### src/rtl/tagfifo_pkg.sv
package tagfifo_pkg;

  // Kind of word, used both as the stored tag and as the kind of read
  typedef enum logic {
    KIND_DATA = 1'b0,
    KIND_CTRL = 1'b1
  } word_kind_e;

  // A read of one kind that meets a word of the other kind
  function automatic logic kind_mismatch(input logic head_tag, input logic rd_kind);
    return head_tag != rd_kind;
  endfunction

endpackage

### src/rtl/tagfifo_rst_sync.sv
module tagfifo_rst_sync (
  input  logic clk,
  input  logic rst_n,
  output logic srst_n
);

  logic stage_q;

  always_ff @(posedge clk or negedge rst_n) begin
    if (!rst_n) begin
      stage_q <= 1'b0;
      srst_n  <= 1'b0;
    end else begin
      stage_q <= 1'b1;
      srst_n  <= stage_q;
    end
  end

endmodule

### src/rtl/tagfifo_store.sv
module tagfifo_store #(
  parameter int unsigned DEPTH = 16,
  parameter int unsigned ENT_W = 33
) (
  input  logic             clk,
  input  logic             rst_n,
  input  logic             push,
  input  logic             pop,
  input  logic [ENT_W-1:0] wentry,
  output logic [ENT_W-1:0] head,
  output logic             full,
  output logic             empty
);

  localparam int unsigned AW = (DEPTH > 1) ? $clog2(DEPTH) : 1;
  localparam int unsigned CW = $clog2(DEPTH + 1);
  localparam logic [AW-1:0] LAST_IDX = AW'(DEPTH - 1);
  localparam logic [CW-1:0] CNT_MAX  = CW'(DEPTH);

  logic [ENT_W-1:0] mem [DEPTH];
  logic [AW-1:0] wr_ptr_q, wr_ptr_d;
  logic [AW-1:0] rd_ptr_q, rd_ptr_d;
  logic [CW-1:0] cnt_q, cnt_d;
  logic          full_q, full_d;
  logic          empty_q, empty_d;

  // next state
  always_comb begin
    wr_ptr_d = wr_ptr_q;
    rd_ptr_d = rd_ptr_q;
    if (push) wr_ptr_d = (wr_ptr_q == LAST_IDX) ? '0 : wr_ptr_q + AW'(1);
    if (pop)  rd_ptr_d = (rd_ptr_q == LAST_IDX) ? '0 : rd_ptr_q + AW'(1);
    cnt_d   = cnt_q + CW'(push) - CW'(pop);
    full_d  = (cnt_d == CNT_MAX);
    empty_d = (cnt_d == '0);
  end

  // registers
  always_ff @(posedge clk or negedge rst_n) begin
    if (!rst_n) begin
      wr_ptr_q <= '0;
      rd_ptr_q <= '0;
      cnt_q    <= '0;
      full_q   <= 1'b0;
      empty_q  <= 1'b1;
    end else begin
      wr_ptr_q <= wr_ptr_d;
      rd_ptr_q <= rd_ptr_d;
      cnt_q    <= cnt_d;
      full_q   <= full_d;
      empty_q  <= empty_d;
    end
  end

  // storage, written under its own enable
  always_ff @(posedge clk) begin
    if (push) mem[wr_ptr_q] <= wentry;
  end

  assign head  = mem[rd_ptr_q];
  assign full  = full_q;
  assign empty = empty_q;

endmodule

### src/rtl/tagfifo_rd_port.sv
module tagfifo_rd_port
  import tagfifo_pkg::*;
#(
  parameter int unsigned DATA_W = 32
) (
  input  logic              clk,
  input  logic              rst_n,
  input  logic              rd_req,
  input  logic              rd_nb,
  input  logic              rd_ctl,
  input  logic              err_clr,
  input  logic              empty,
  input  logic [DATA_W-1:0] head_data,
  input  logic              head_tag,
  output logic              rd_ack,
  output logic              pop,
  output logic [DATA_W-1:0] rd_data,
  output logic              rd_tag,
  output logic              rd_avail,
  output logic              err_flag
);

  logic [DATA_W-1:0] data_q, data_d;
  logic              tag_q, tag_d;
  logic              avail_q, avail_d;
  logic              err_q, err_d;
  logic              bad_kind;

  assign pop      = rd_req && !empty;
  assign rd_ack   = rd_req && (rd_nb || !empty);
  assign bad_kind = pop && kind_mismatch(head_tag, rd_ctl);

  // next state
  always_comb begin
    data_d  = data_q;
    tag_d   = tag_q;
    avail_d = avail_q;
    if (rd_ack) begin
      data_d  = pop ? head_data : '0;
      tag_d   = pop ? head_tag  : 1'b0;
      avail_d = pop;
    end
    if (bad_kind)     err_d = 1'b1;
    else if (err_clr) err_d = 1'b0;
    else              err_d = err_q;
  end

  // registers
  always_ff @(posedge clk or negedge rst_n) begin
    if (!rst_n) begin
      data_q  <= '0;
      tag_q   <= 1'b0;
      avail_q <= 1'b0;
      err_q   <= 1'b0;
    end else begin
      data_q  <= data_d;
      tag_q   <= tag_d;
      avail_q <= avail_d;
      err_q   <= err_d;
    end
  end

  assign rd_data  = data_q;
  assign rd_tag   = tag_q;
  assign rd_avail = avail_q;
  assign err_flag = err_q;

endmodule

### src/rtl/tagfifo_link.sv
module tagfifo_link #(
  parameter int unsigned DEPTH  = 16,
  parameter int unsigned DATA_W = 32
) (
  input  logic              clk,
  input  logic              rst_n,
  input  logic              wr_req,
  input  logic              wr_nb,
  input  logic              wr_ctl,
  input  logic [DATA_W-1:0] wr_data,
  output logic              wr_ack,
  output logic              wr_fail,
  input  logic              rd_req,
  input  logic              rd_nb,
  input  logic              rd_ctl,
  input  logic              err_clr,
  output logic              rd_ack,
  output logic [DATA_W-1:0] rd_data,
  output logic              rd_tag,
  output logic              rd_avail,
  output logic              err_flag,
  output logic              fifo_full,
  output logic              fifo_empty
);

  localparam int unsigned ENT_W = DATA_W + 1;

  logic             srst_n;
  logic             push;
  logic             pop;
  logic [ENT_W-1:0] head;

  tagfifo_rst_sync u_rst (
    .clk    (clk),
    .rst_n  (rst_n),
    .srst_n (srst_n)
  );

  // write handshake
  assign push    = wr_req && !fifo_full;
  assign wr_ack  = wr_req && (wr_nb || !fifo_full);
  assign wr_fail = wr_req && wr_nb && fifo_full;

  tagfifo_store #(
    .DEPTH (DEPTH),
    .ENT_W (ENT_W)
  ) u_store (
    .clk    (clk),
    .rst_n  (srst_n),
    .push   (push),
    .pop    (pop),
    .wentry ({wr_ctl, wr_data}),
    .head   (head),
    .full   (fifo_full),
    .empty  (fifo_empty)
  );

  tagfifo_rd_port #(
    .DATA_W (DATA_W)
  ) u_rd (
    .clk       (clk),
    .rst_n     (srst_n),
    .rd_req    (rd_req),
    .rd_nb     (rd_nb),
    .rd_ctl    (rd_ctl),
    .err_clr   (err_clr),
    .empty     (fifo_empty),
    .head_data (head[DATA_W-1:0]),
    .head_tag  (head[DATA_W]),
    .rd_ack    (rd_ack),
    .pop       (pop),
    .rd_data   (rd_data),
    .rd_tag    (rd_tag),
    .rd_avail  (rd_avail),
    .err_flag  (err_flag)
  );

endmodule

### config.mk
export PLATFORM = sky130hd
export DESIGN_NAME = tagfifo_link
export DESIGN_NICKNAME = d
export VERILOG_FILES = /design/src/rtl/tagfifo_pkg.sv /design/src/rtl/tagfifo_rst_sync.sv /design/src/rtl/tagfifo_store.sv /design/src/rtl/tagfifo_rd_port.sv /design/src/rtl/tagfifo_link.sv
export SDC_FILE = /design/constraint.sdc
export NUM_CORES = 1
export LEC_CHECK = 0
export BUFFER_PORTS_ARGS = -buffer_cell sky130_fd_sc_hd__buf_2
export CAP_MARGIN = 15
export CORE_MARGIN = 8
export CORE_UTILIZATION = 51
export DETAILED_ROUTE_END_ITERATION = 10
export HOLD_SLACK_MARGIN = 0.08
export PLACE_DENSITY = 0.76
export SYNTH_ARGS = -nofsm -noshare
export SYNTH_HDL_FRONTEND = slang
export SYNTH_SLANG_ARGS = --single-unit
### constraint.sdc
create_clock -name clk -period 2.2 [get_ports clk]
set_clock_uncertainty 0.15 [all_clocks]
set_input_delay 0.11 -clock clk [delete_from_list [all_inputs] [get_ports clk]]
set_output_delay 0.11 -clock clk [all_outputs]
set_load 0.05 [all_outputs]
==> qor.csv <==
metric;value;unit
synthesized area;22740;µm²
unrepaired setup endpoints after global routing;true;
floorplan row count;77;
Sum Neg Setup Slack;-99.86;ps
DIE HEIGHT;227.1;µm
detailed router's first-iteration violation count;1121;
Initial Util;51.53;%
Vias;12140;
proportion of synthesized chip area in sequential cells;75.47;%
relative slew slack;62.62;%
adder-cell share of the synthesized area;0.5833;%
H-tree level count;2;
pre-CTS setup slack;-56.99;ps
cells after synthesis;1166;
area fraction in and, or, nand and nor cells after synthesis;1.068;%
proportion of layout cells with a drive suffix above 1;35.27;%
Clock Pin Slew Worst Setup and Hold Paths;70;ps
first-pass GRT wire length;76180;µm
Hold Crit Class;reg2async;
largest net degree at the start of global routing;101;
time the final worst path needs with I/O delays and setup;2234;ps
power density over the cells;1342;nW/µm²
Layout area overhead;21.53;%
grt ovf;0;
remaining design rule violation count;0;
flop and latch count out of synthesis;580;
number of input and output port buffers inserted;80;
main flop type after synthesis;sky130_fd_sc_hd__edfxtp_1;
CTS Buf Count;56;
core area;44120;µm²
fmax;447.7;MHz
antenna violations before repair;0;
count of inserted antenna diode cells;0;
series of cell instances along the critical path;clkbuf_16 > buf_16 > mux4_2 > mux2_2 > a22oi_1 > o31ai_1;
Post-Route WL;52280;µm
WL per Instance;25.83;µm
signal arrival time at the worst endpoint;2540;ps
Switching Power;11.91;mW
total number of nets in the final design;1440;
endpoints failing setup;6;
cell-internal power;25.18;mW
clk sink count;580;
part of the total power dissipated in combinational logic;35.3;%
number of optimization iterations in the first detailed-route pass;5;
number of buffers between clock root and the deepest sink;3;
warnings from Yosys;0;
critical path's largest stage delay;520;ps
number of non-filler instances in the completed layout;2024;
hold violation total from the final report;0;
FILL cells;2994;
area of combinational cells with multiple inputs;5540;µm²
Seq pwr share;38.5;%
delay-heaviest family, CP;multiplexers;
path type of the worst setup path;reg2reg;
Max Transition Viols Final;0;
number of distinct library cells after synthesis;44;
required time reported for the critical path endpoint;2500;ps
part of the cycle the worst path needs;101.5;%
violations in the final reports;negative setup slack;
count of placed standard cells including taps;1853;
fraction of the mapped netlist area in compound gates;6.092;%
area share of xor/xnor cells in the synthesized design;0.2311;%
Net Count, Synth;1217;
Worst Path Max Fanout;6;
share of flip-flops with an asynchronous set or reset after synthesis;8.966;%
routability congestion estimate;0.7482;
Total Die Area;51590;µm²
sequential standard cell area;17170;µm²
CTS tree;done;
actual slew at the worst max-slew pin;560.7;ps
count of antenna-violating nets left after detailed routing;0;
proportion of total power due to net switching;32.11;%
worst path setup slack after routing;-33.65;ps
vias in the first global route;12480;
count of flip-flops with a built-in enable after synthesis;528;
post-detail-place hpwl;28620;µm
cell type of the slowest stage on the worst timing path;sky130_fd_sc_hd__dfrtp_4;
via-per-instance ratio;5.998;
max capacitance violation total;0;
Pwr Total;37.09;mW
largest family of logic cells by synthesized area;multiplexers;
clock tree root buffer cell;sky130_fd_sc_hd__clkbuf_16;
Die Wd;227.1;µm
status;complete, but fails checks;
relative contribution of the clock network to total power;26.2;%
clk_lat worst skew;590;ps
Worst setup SP type;register;
portion of netlist area occupied by mux cells;14.78;%
standby leakage power;9.474;nW
average size of a mapped cell;19.50;µm²
Critical path buffers and inverters;2;
Worst setup EP type;register;
largest voltage drop on the vdd net;0.7864;mV
overall fraction of global-route tracks in use;19.75;%
top-level port count;81;
## layout by cell type (no fill, tap or decap), types with 25 or more instances in the layout
cell type	netlist	final
sky130_fd_sc_hd__a21oi_1	36	35
sky130_fd_sc_hd__a22oi_2	0	25
sky130_fd_sc_hd__buf_12	0	35
sky130_fd_sc_hd__buf_2	20	80
sky130_fd_sc_hd__buf_4	11	62
sky130_fd_sc_hd__clkbuf_16	0	64
sky130_fd_sc_hd__dfrtp_1	51	46
sky130_fd_sc_hd__dlygate4sd3_1	0	42
sky130_fd_sc_hd__edfxtp_1	528	528
sky130_fd_sc_hd__mux2_2	96	93
sky130_fd_sc_hd__mux2i_1	65	64
sky130_fd_sc_hd__mux4_2	42	61
sky130_fd_sc_hd__o21ai_0	36	31
sky130_fd_sc_hd__o21bai_1	32	32
sky130_fd_sc_hd__o22ai_1	33	32
## power by group through the flow
stage | combinational [mW] | clock (mW) | sequential, mW
2_1_floorplan | 7.26 | 0 | 15.2
3_3_place_gp | 11.2 | 0 | 14.4
3_5_place_dp | 11.5 | 0 | 14.5
4_1_cts | 11.9 | 9.84 | 14.2
5_1_grt | 13.9 | 10.2 | 14.4
6_report | 13.1 | 9.71 | 14.3
## per-stage QoR
step	utilization (%)	hold slack, ps	instance area (µm²)
finish	62.62	83.91	27630
global route	62.62	112.1	27630
CTS	61.46	118.6	27120
detailed placement	56.10	-251.4	24750
global placement	56.10	-254.2	24750
floorplan	-	-335.6	22950
## cells in the mapped netlist, types with 2 or more instances
cell type,number,area share (%)
sky130_fd_sc_hd__mux2i_1,65,2.9
sky130_fd_sc_hd__a21o_1,4,0.13
sky130_fd_sc_hd__o31ai_1,32,1.1
sky130_fd_sc_hd__buf_2,20,0.44
sky130_fd_sc_hd__nor3_1,6,0.13
sky130_fd_sc_hd__a21oi_1,36,0.79
sky130_fd_sc_hd__nand2_1,17,0.28
sky130_fd_sc_hd__nand3_1,3,0.066
sky130_fd_sc_hd__ha_1,9,0.50
sky130_fd_sc_hd__mux2_2,96,4.8
sky130_fd_sc_hd__buf_6,7,0.35
sky130_fd_sc_hd__nor2_1,12,0.20
sky130_fd_sc_hd__a22o_1,2,0.077
sky130_fd_sc_hd__clkbuf_1,27,0.45
sky130_fd_sc_hd__inv_1,8,0.13
sky130_fd_sc_hd__dfrtp_1,51,5.6
sky130_fd_sc_hd__buf_1,2,0.033
sky130_fd_sc_hd__mux4_2,42,4.2
sky130_fd_sc_hd__edfxtp_1,528,70
sky130_fd_sc_hd__o21bai_1,32,1.1
sky130_fd_sc_hd__o22ai_1,33,0.91
sky130_fd_sc_hd__nor2b_1,3,0.083
sky130_fd_sc_hd__buf_4,11,0.36
sky130_fd_sc_hd__nand2b_1,5,0.14
sky130_fd_sc_hd__mux4_1,26,3.0
sky130_fd_sc_hd__xnor2_1,5,0.19
sky130_fd_sc_hd__o21ai_0,36,0.79
sky130_fd_sc_hd__a22oi_1,32,1.1
## final cells by class
type	instances	share of cell area [%]
flip-flops and latches	580	62.14
multi-input cells	511	20.05
repair buffers	232	8.264
clock buffers	72	5.511
well taps	592	2.681
clock inverters	29	1.241
inverters	8	0.1087
## what timing repair did
item	4_1_cts	5_1_grt
gates cloned	1	8
buffers inserted	4	15
hold buffers	42	0
resized for setup	12	69
setup endpoints to repair	18	26
pin swaps	4	12
endpoints found under the hold margin	544	0
## worst register-to-register path, cell delays in order (launching register included)
cell and delay (ps):
sky130_fd_sc_hd__dfrtp_4 520, sky130_fd_sc_hd__clkbuf_16 210, sky130_fd_sc_hd__buf_16 150, sky130_fd_sc_hd__mux4_2 500, sky130_fd_sc_hd__mux2_2 270, sky130_fd_sc_hd__a22oi_1 180
sky130_fd_sc_hd__o31ai_1 120
## cells by family after synthesis
group,Yosys count
DFF,580
muxes,229
AOI/OAI and AO/OA,213
buffers and inverters,75
and+or+nand+nor,52
adders and majority gates,10
xor gates and xnor gates,6
other,1
## sequential cells by signal (all words and copies together), names as in the netlist, 4 cells and up
signal and count:
u_rd.rd_data 32, u_store.cnt_q 5, u_store.mem 528, u_store.rd_ptr_q 4, u_store.wr_ptr_q 4
## path summary, 6_finish.rpt
path	from	end	slack (ps)	cells after the start
max reg2reg	u_store.rd_ptr_q[0]$_DFFE_PN0P_	u_rd.rd_data[17]$_DFFE_PN0P_	-30	6
min in group clk	u_rst.stage_q$_DFF_PN0_	u_rst.srst_n$_DFF_PN0_	210	0
max	u_store.rd_ptr_q[0]$_DFFE_PN0P_	u_rd.rd_data[17]$_DFFE_PN0P_	-30	6
min reg2reg	u_rst.srst_n$_DFF_PN0_	u_store.wr_ptr_q[1]$_DFFE_PN0P_	80	0
max in group asynchronous	u_rst.srst_n$_DFF_PN0_	u_rd.rd_data[22]$_DFFE_PN0P_	1200	1
min	u_rst.srst_n$_DFF_PN0_	u_store.wr_ptr_q[1]$_DFFE_PN0P_	80	0
## per-layer routing
layer  global-route usage, %  vias to the layer above  share of wire, %
met3                   3.388                      105               6.6
met1                   26.50                     6331                41
met2                   32.50                      500                50
li1                        -                     5203                 -
met4                   7.119                        0               3.0
met5                       0                        -                 0
(Power assumes the default switching activity.)
